--- src/rtl/nvx_pkg.sv ---
package nvx_pkg;

   typedef enum logic [3:0] {
      ST_IDLE     = 4'd0,
      ST_GRACE    = 4'd1,
      ST_STORE    = 4'd2,
      ST_HOLD_HI  = 4'd3,
      ST_WAIT_REL = 4'd4,
      ST_EXT_HOLD = 4'd5,
      ST_PWR_DOWN = 4'd6,
      ST_RCL_CLR  = 4'd7,
      ST_RCL_LOAD = 4'd8
   } seq_state_t;

   typedef enum logic [1:0] {
      KIND_HW   = 2'd0,
      KIND_SW   = 2'd1,
      KIND_AUTO = 2'd2
   } store_kind_t;

   typedef enum logic [1:0] {
      OP_NONE  = 2'd0,
      OP_STORE = 2'd1,
      OP_CLEAR = 2'd2,
      OP_LOAD  = 2'd3
   } arr_op_t;

endpackage

--- src/rtl/nvx_busy_sync.sv ---
module nvx_busy_sync #(
   parameter int STAGES = 2
) (
   input  logic clk,
   input  logic rst_n,
   input  logic line_i,
   output logic line_s_o
);

   generate
      if (STAGES == 0) begin : g_direct
         assign line_s_o = line_i;
      end else begin : g_chain
         logic [STAGES-1:0] chain_q;
         always_ff @(posedge clk or negedge rst_n) begin
            if (!rst_n) begin
               chain_q <= '1;
            end else begin
               chain_q[0] <= line_i;
               for (int i = 1; i < STAGES; i++) begin
                  chain_q[i] <= chain_q[i-1];
               end
            end
         end
         assign line_s_o = chain_q[STAGES-1];
      end
   endgenerate

endmodule

--- src/rtl/nvx_timer.sv ---
module nvx_timer #(
   parameter int TW = 8
) (
   input  logic          clk,
   input  logic          rst_n,
   input  logic          load_i,
   input  logic [TW-1:0] val_i,
   output logic          zero_o
);

   logic [TW-1:0] cnt_q;

   always_ff @(posedge clk or negedge rst_n) begin
      if (!rst_n) begin
         cnt_q <= '0;
      end else if (load_i) begin
         cnt_q <= val_i;
      end else if (cnt_q != '0) begin
         cnt_q <= cnt_q - TW'(1);
      end
   end

   assign zero_o = (cnt_q == '0);

endmodule

--- src/rtl/nvx_flags.sv ---
module nvx_flags (
   input  logic clk,
   input  logic rst_n,
   input  logic wr_done_i,
   input  logic clr_dirty_i,
   input  logic ase_on_i,
   input  logic ase_off_i,
   output logic dirty_o,
   output logic ase_o
);

   logic dirty_q;
   logic ase_q;

   always_ff @(posedge clk or negedge rst_n) begin
      if (!rst_n) begin
         dirty_q <= 1'b0;
         ase_q   <= 1'b1;
      end else begin
         if (clr_dirty_i)    dirty_q <= 1'b0;
         else if (wr_done_i) dirty_q <= 1'b1;
         if (ase_off_i)      ase_q <= 1'b0;
         else if (ase_on_i)  ase_q <= 1'b1;
      end
   end

   assign dirty_o = dirty_q;
   assign ase_o   = ase_q;

endmodule

--- src/rtl/nvx_ctrl.sv ---
module nvx_ctrl
   import nvx_pkg::*;
#(
   parameter int DELAY_CYC    = 4,
   parameter int HOLD_HI_CYC  = 8,
   parameter int STORE_CYC    = 64,
   parameter int RCL_CLR_CYC  = 8,
   parameter int RCL_LOAD_CYC = 32,
   parameter int TW           = 7
) (
   input  logic          clk,
   input  logic          rst_n,
   input  logic          supply_fail_i,
   input  logic          supply_good_i,
   input  logic          sw_store_i,
   input  logic          sw_recall_i,
   input  logic          line_s_i,
   input  logic          dirty_i,
   input  logic          ase_i,
   input  logic          zero_i,
   output logic          tmr_load_o,
   output logic [TW-1:0] tmr_val_o,
   output logic          clr_dirty_o,
   output logic          busy_pull_lo_o,
   output logic          busy_push_hi_o,
   output logic          host_inhibit_o,
   output logic [1:0]    arr_op_o,
   output logic          arr_start_o,
   output logic          arr_done_o,
   output logic [3:0]    state_o
);

   localparam logic [TW-1:0] GRACE_V = TW'(DELAY_CYC - 1);
   localparam logic [TW-1:0] STORE_V = TW'(STORE_CYC - 1);
   localparam logic [TW-1:0] HOLD_V  = TW'(HOLD_HI_CYC - 1);
   localparam logic [TW-1:0] CLR_V   = TW'(RCL_CLR_CYC - 1);
   localparam logic [TW-1:0] LOAD_V  = TW'(RCL_LOAD_CYC - 1);

   seq_state_t  st_q, nxt;
   store_kind_t kind_q, kind_d;
   logic        start_q, done_q;

   always_comb begin
      nxt         = st_q;
      kind_d      = kind_q;
      tmr_load_o  = 1'b0;
      tmr_val_o   = '0;
      clr_dirty_o = 1'b0;
      unique case (st_q)
         ST_IDLE: begin
            if (supply_fail_i) begin
               if (ase_i && dirty_i) begin
                  nxt = ST_GRACE; kind_d = KIND_AUTO;
                  tmr_load_o = 1'b1; tmr_val_o = GRACE_V;
               end else begin
                  nxt = ST_PWR_DOWN;
               end
            end else if (!supply_good_i) begin
               nxt = ST_PWR_DOWN;
            end else if (sw_store_i) begin
               nxt = ST_GRACE; kind_d = KIND_SW;
               tmr_load_o = 1'b1; tmr_val_o = GRACE_V;
            end else if (!line_s_i) begin
               if (dirty_i) begin
                  nxt = ST_GRACE; kind_d = KIND_HW;
                  tmr_load_o = 1'b1; tmr_val_o = GRACE_V;
               end else begin
                  nxt = ST_EXT_HOLD;
               end
            end else if (sw_recall_i) begin
               nxt = ST_RCL_CLR;
               tmr_load_o = 1'b1; tmr_val_o = CLR_V;
            end
         end
         ST_GRACE: if (zero_i) begin
            nxt = ST_STORE;
            tmr_load_o = 1'b1; tmr_val_o = STORE_V;
         end
         ST_STORE: if (zero_i) begin
            clr_dirty_o = 1'b1;
            if (kind_q == KIND_AUTO) begin
               nxt = ST_PWR_DOWN;
            end else begin
               nxt = ST_HOLD_HI;
               tmr_load_o = 1'b1; tmr_val_o = HOLD_V;
            end
         end
         ST_HOLD_HI:  if (zero_i) nxt = ST_WAIT_REL;
         ST_WAIT_REL: if (line_s_i) nxt = ST_IDLE;
         ST_EXT_HOLD: if (line_s_i) nxt = ST_IDLE;
         ST_PWR_DOWN: if (supply_good_i && !supply_fail_i) begin
            nxt = ST_RCL_CLR;
            tmr_load_o = 1'b1; tmr_val_o = CLR_V;
         end
         ST_RCL_CLR: if (zero_i) begin
            nxt = ST_RCL_LOAD;
            tmr_load_o = 1'b1; tmr_val_o = LOAD_V;
         end
         ST_RCL_LOAD: if (zero_i) begin
            clr_dirty_o = 1'b1;
            nxt = ST_WAIT_REL;
         end
         default: nxt = ST_IDLE;
      endcase
   end

   always_ff @(posedge clk or negedge rst_n) begin
      if (!rst_n) begin
         st_q    <= ST_PWR_DOWN;
         kind_q  <= KIND_HW;
         start_q <= 1'b0;
         done_q  <= 1'b0;
      end else begin
         st_q    <= nxt;
         kind_q  <= kind_d;
         start_q <= tmr_load_o &&
                    (nxt == ST_STORE || nxt == ST_RCL_CLR || nxt == ST_RCL_LOAD);
         done_q  <= zero_i && (st_q == ST_STORE || st_q == ST_RCL_LOAD);
      end
   end

   always_comb begin
      unique case (st_q)
         ST_STORE:    arr_op_o = OP_STORE;
         ST_RCL_CLR:  arr_op_o = OP_CLEAR;
         ST_RCL_LOAD: arr_op_o = OP_LOAD;
         default:     arr_op_o = OP_NONE;
      endcase
   end

   assign busy_pull_lo_o = (st_q == ST_GRACE) || (st_q == ST_STORE) ||
                           (st_q == ST_RCL_CLR) || (st_q == ST_RCL_LOAD);
   assign busy_push_hi_o = (st_q == ST_HOLD_HI);
   assign host_inhibit_o = (st_q != ST_IDLE);
   assign arr_start_o    = start_q;
   assign arr_done_o     = done_q;
   assign state_o        = st_q;

endmodule

--- src/rtl/nvx_seq.sv ---
module nvx_seq #(
   parameter int DELAY_CYC    = 4,
   parameter int HOLD_HI_CYC  = 8,
   parameter int STORE_CYC    = 64,
   parameter int RCL_CLR_CYC  = 8,
   parameter int RCL_LOAD_CYC = 32,
   parameter int RCL_MAX_CYC  = 2_500_000,
   parameter int SYNC_STAGES  = 2
) (
   input  logic       clk,
   input  logic       rst_n,
   input  logic       busy_line_i,
   output logic       busy_pull_lo_o,
   output logic       busy_push_hi_o,
   input  logic       supply_fail_i,
   input  logic       supply_good_i,
   input  logic       sw_store_i,
   input  logic       sw_recall_i,
   input  logic       ase_on_i,
   input  logic       ase_off_i,
   input  logic       wr_done_i,
   output logic       host_inhibit_o,
   output logic [1:0] arr_op_o,
   output logic       arr_start_o,
   output logic       arr_done_o,
   output logic [3:0] state_o
);

   localparam int MAX_A   = (DELAY_CYC > HOLD_HI_CYC) ? DELAY_CYC : HOLD_HI_CYC;
   localparam int MAX_B   = (STORE_CYC > RCL_CLR_CYC) ? STORE_CYC : RCL_CLR_CYC;
   localparam int MAX_C   = (MAX_A > MAX_B) ? MAX_A : MAX_B;
   localparam int MAX_CYC = (MAX_C > RCL_LOAD_CYC) ? MAX_C : RCL_LOAD_CYC;
   localparam int TW      = $clog2(MAX_CYC + 1);

   initial begin
      if (DELAY_CYC < 1 || HOLD_HI_CYC < 1 || STORE_CYC < 1 ||
          RCL_CLR_CYC < 1 || RCL_LOAD_CYC < 1)
         $error("nvx_seq: every duration must be at least one cycle");
      if (RCL_CLR_CYC + RCL_LOAD_CYC > RCL_MAX_CYC)
         $error("nvx_seq: recall phases exceed the recall bound");
      if (SYNC_STAGES < 0 || SYNC_STAGES > 4)
         $error("nvx_seq: SYNC_STAGES must lie in 0..4");
   end

   logic          line_s;
   logic          dirty_w;
   logic          ase_w;
   logic          clr_dirty;
   logic          tmr_load;
   logic [TW-1:0] tmr_val;
   logic          tmr_zero;

   nvx_busy_sync #(.STAGES(SYNC_STAGES)) u_sync (
      .clk      (clk),
      .rst_n    (rst_n),
      .line_i   (busy_line_i),
      .line_s_o (line_s)
   );

   nvx_flags u_flags (
      .clk         (clk),
      .rst_n       (rst_n),
      .wr_done_i   (wr_done_i),
      .clr_dirty_i (clr_dirty),
      .ase_on_i    (ase_on_i),
      .ase_off_i   (ase_off_i),
      .dirty_o     (dirty_w),
      .ase_o       (ase_w)
   );

   nvx_timer #(.TW(TW)) u_timer (
      .clk    (clk),
      .rst_n  (rst_n),
      .load_i (tmr_load),
      .val_i  (tmr_val),
      .zero_o (tmr_zero)
   );

   nvx_ctrl #(
      .DELAY_CYC    (DELAY_CYC),
      .HOLD_HI_CYC  (HOLD_HI_CYC),
      .STORE_CYC    (STORE_CYC),
      .RCL_CLR_CYC  (RCL_CLR_CYC),
      .RCL_LOAD_CYC (RCL_LOAD_CYC),
      .TW           (TW)
   ) u_ctrl (
      .clk            (clk),
      .rst_n          (rst_n),
      .supply_fail_i  (supply_fail_i),
      .supply_good_i  (supply_good_i),
      .sw_store_i     (sw_store_i),
      .sw_recall_i    (sw_recall_i),
      .line_s_i       (line_s),
      .dirty_i        (dirty_w),
      .ase_i          (ase_w),
      .zero_i         (tmr_zero),
      .tmr_load_o     (tmr_load),
      .tmr_val_o      (tmr_val),
      .clr_dirty_o    (clr_dirty),
      .busy_pull_lo_o (busy_pull_lo_o),
      .busy_push_hi_o (busy_push_hi_o),
      .host_inhibit_o (host_inhibit_o),
      .arr_op_o       (arr_op_o),
      .arr_start_o    (arr_start_o),
      .arr_done_o     (arr_done_o),
      .state_o        (state_o)
   );

endmodule

--- config.mk ---
export PLATFORM = sky130hd
export DESIGN_NAME = nvx_seq
export DESIGN_NICKNAME = d
export VERILOG_FILES = /design/src/rtl/nvx_pkg.sv /design/src/rtl/nvx_busy_sync.sv /design/src/rtl/nvx_timer.sv /design/src/rtl/nvx_flags.sv /design/src/rtl/nvx_ctrl.sv /design/src/rtl/nvx_seq.sv
export SDC_FILE = /design/constraint.sdc
export NUM_CORES = 1
export LEC_CHECK = 0
export BUFFER_PORTS_ARGS = -buffer_cell sky130_fd_sc_hd__buf_2
export CAP_MARGIN = 30
export CELL_PAD_IN_SITES_DETAIL_PLACEMENT = 1
export CELL_PAD_IN_SITES_GLOBAL_PLACEMENT = 1
export CORE_AREA = 2 2 60 62
export CTS_BUF_LIST = sky130_fd_sc_hd__clkbuf_16
export DETAILED_ROUTE_END_ITERATION = 12
export DIE_AREA = 0 0 62 64
export GPL_TIMING_DRIVEN = 0
export PLACE_DENSITY_LB_ADDON = 0.1
export SYNTH_ARGS = -nofsm -noshare
export SYNTH_HDL_FRONTEND = slang
export SYNTH_SLANG_ARGS = --single-unit
--- constraint.sdc ---
create_clock -name clk -period 2.1 [get_ports clk]
set_clock_uncertainty 0.2 [all_clocks]
set_input_delay 0.105 -clock clk [delete_from_list [all_inputs] [get_ports clk]]
set_output_delay 0.105 -clock clk [all_outputs]
set_load 0.02 [all_outputs]
==> results by group <==
Finish
  • Diode count: 0
  • Finished Layout Cells: 213
  • Area of the multi-input gates: 683 um^2
  • Fillers: 382
  • Design area: 1640 um^2
  • Proportion of layout cells with a drive suffix above 1: 39.5%
  • P&R area growth vs syn: 38.6%
  • Nets: 179
  • Storage cell area: 482 um^2

Clock tree
  • CTS tree: built
  • Clock-pin slew on the worst setup and hold paths: 0.06 ns
  • Num CTS Buffers: 3
  • H-tree Lvls: 1
  • # clock sinks: 19
  • Clk Latency, worst-skew pair: 0.25 ns
  • Clock Tree Root: clkbuf_16
  • CTS Buffer Depth: 2

Place
  • Placer's final routability congestion estimate: 0.735
  • Detail Placement HPWL: 2.26 mm
  • Placed Area: 1360 um^2
  • Port Buf Inserts: 20
  • Placed cells: 191

Power
  • Leak: 0.766 nW
  • Internal power: 1.37 mW
  • Combinational Power Share: 56.2%
  • Reg power frac: 26.9%
  • Cell Pwr Density: 1430 nW/um^2
  • Switching Power: 0.964 mW
  • Sw Share: 41.3%
  • Clock share of power: 16.9%
  • Peak supply drop: 605 uV
  • Final Power: 2.33 mW

Routing
  • Via count: 1061
  • Via density: 4.98
  • Initial DRC Count: 16
  • Drt drc: 0
  • Final Routed Wirelength: 3.30 mm
  • Number of routed nets with antenna violations: 0
  • 1st-pass router iterations: 3
  • Wire per inst: 15.5 um

GRT
  • Gr ovfl total: 0
  • Largest net degree at the start of global routing: 20
  • First-pass GRT wire length: 5.55 mm
  • Vias in the first global route: 1149
  • Overall Global Routing Usage: 19.0%
  • Initial antenna violation count: 0

Timing
  • Normalized max-slew margin: 68.0%
  • Final hold violations: 0
  • Final worst setup slack: -0.152 ns
  • Fin crit period: 2.25 ns
  • Fin crit share: 107%
  • Final Max Slew Viols: 0
  • F_max: 0.444 GHz
  • Final setup violation count: 10
  • Setup_tns: -0.878 ns
  • Worst-Margin Slew: 0.479 ns
  • RSZ-0062 raised after global routing: yes

Synth
  • Post-synth top area cell: dfrtp_1
  • Post-Synthesis Net Count: 136
  • Syn avg cell area: 9.44 um^2
  • Warnings from Yosys: 0
  • Post-synth top area share: 29.7%
  • Gate Count Post-Synth: 125
  • Async S/R FF share, synth: 100%
  • Post-synth EDFFs: 0
  • Synth top area cells: dfrtp_1 30%, dfstp_2 11%, nor2_1 5.1%, nand2_1 4.1%, o21ai_0 3.0%
  • Ys flop type: dfrtp_1
  • Mapped Area: 1180 um^2
  • Post-synthesis sequential area ratio: 40.8%
  • Yosys cell types: 47
  • Synth Register Bits: 19

Floorplanning
  • Ports: 21
  • Die area: 3970 um^2
  • Initial Utilization: 35.9%
  • Die Width: 62 um
  • Row cnt: 21
  • Core area: 3280 um^2
  • Die height: 64 um

Critical path
  • CP bufs+invs: 1
  • CP Cell Sequence: inv_2 -> ha_4 -> or3b_4 -> or4b_4 -> o21ai_4 -> nor3b_4 -> a32o_1
  • CP Class: register to register
  • Worst Path Required: 2.04 ns
  • Slowest stage cell, crit path: or4b_4
  • WP data arrival: 2.20 ns
  • Element type at the critical path end: register
  • CP delay by family, top: simple AND/OR/NAND/NOR gates
  • CP Launch Type: register
  • CP max FO: 7
  • CP max stage delay: 0.52 ns

Run
  • Max-cap violations: 0

Run status
  • Outcome: finished with violations
  • Failing checks: negative setup slack

Worst hold path
  • Type of the worst min-delay path: input port to register
-- per-layer routing --
metal  GRT usage [%]  up-vias  routed length [um]
li1                -      517                   -
met1            23.4      527                1410
met2            31.8       12                1780
met3            3.64        5                  57
met4            7.18        0                  54
met5               0        -                   0
-- Yosys cell counts, types with 2 or more instances --
master and instances:
xnor2_1 3, inv_1 7, nand3_1 4, o21ai_0 7, xor2_1 4, dfrtp_1 14, mux2_2 2, a21bo_1 2
nor3b_1 2, dfstp_2 5, buf_6 3, buf_2 2, nor2b_1 5, nor3_1 3, nand3b_1 2, nand2_1 13
nor2_1 16, o211ai_2 2
-- power by group through the flow --
stage          Sequential [mW]  Combinational, mW  Clock, mW
2_1_floorplan            0.632              0.793          0
3_3_place_gp             0.606               1.08          0
3_5_place_dp             0.616               1.10          0
4_1_cts                  0.609               1.23      0.406
5_1_grt                  0.650               1.44      0.423
6_report                 0.628               1.31      0.395
-- sequential cells by signal (all words and copies together) (netlist names) --
name                    cells
u_timer.cnt_q               7
u_flags.ase_o               1
u_ctrl.arr_done_o           1
u_ctrl.state_o              4
u_sync.g_chain.chain_q      2
u_flags.dirty_o             1
u_ctrl.kind_q               2
u_ctrl.arr_start_o          1
-- tightest hold or removal path, cell delays in order --
cell     delay [ns]
buf_2          0.11
nor2b_1        0.13
mux2_2         0.15
-- cell usage in the layout, fill, tap and decap left out, drive strengths merged, types with 2 or more instances in the layout --
master	synthesis	routed
nand3	4	4
xnor2	3	3
nor2b	5	5
o311a	2	2
xor2	4	4
nor3b	3	3
nand2	13	13
buf	6	38
nor3	3	3
inv	7	8
nand3b	2	2
a21bo	2	2
o211ai	3	3
o21ai	8	8
a21oi	2	2
dfstp	5	5
dlygate4sd3	0	6
dfrtp	14	14
nor2	16	16
mux2	2	2
clkbuf	0	3
-- cells by family (layout without fill, tap and decap cells) --
kind of cell	count (synthesis)	in the layout	synth area share [%]
mux	3	3	2.76
simple gates	57	57	26.2
fa+ha+maj	1	1	1.06
xor+xnor	7	7	5.20
buf+inv	13	55	6.58
flops	19	19	40.8
compound gates	25	25	17.4
-- timing repair --
action	CTS	global route
setup endpoints to repair	9	13
pin swaps	8	8
hold endpoints to repair	23	0
setup buffers	9	4
hold buffers	6	0
resized for setup	1	6
-- metrics by stage --
stage          setup slack, ns  utilization (%)  hold WS [ns]
6_report                -0.152             49.8        0.0727
5_1_grt                 -0.236             49.8         0.126
4_1_cts                 -0.139             48.0        0.0690
3_5_place_dp            -0.229             41.5        -0.123
3_3_place_gp            -0.204             41.5        -0.133
2_1_floorplan          -0.0612                -        -0.391
-- final timing paths --
kind	startpoint	to	slack, ns	cells past startpoint
worst min register to register	u_sync.g_chain.chain_q[0]	u_sync.g_chain.chain_q[1]	0.16	0
min in group asynchronous	rst_n	u_timer.cnt_q[2]	0.13	2
max in group asynchronous	rst_n	u_flags.ase_o	1.23	2
worst max-delay path	u_timer.cnt_q[0]	u_timer.cnt_q[5]	-0.15	7
worst max register to register	u_timer.cnt_q[0]	u_timer.cnt_q[5]	-0.15	7
worst min-delay path	sw_store_i	u_ctrl.kind_q[0]	0.07	3
-- final cells by class --
cell class                      instances  share of cell area [%]
Timing Repair Buffer                   39                    16.0
Tap cell                               46                    3.52
Multi-Input combinational cell         93                    41.8
Sequential cell                        19                    29.5
Buffer                                  5                    2.83
Clock inverter                          1                   0.230
Clock buffer                            3                    4.59
Inverter                                7                    1.61
Note: power is estimated with default switching activity, not from simulation.
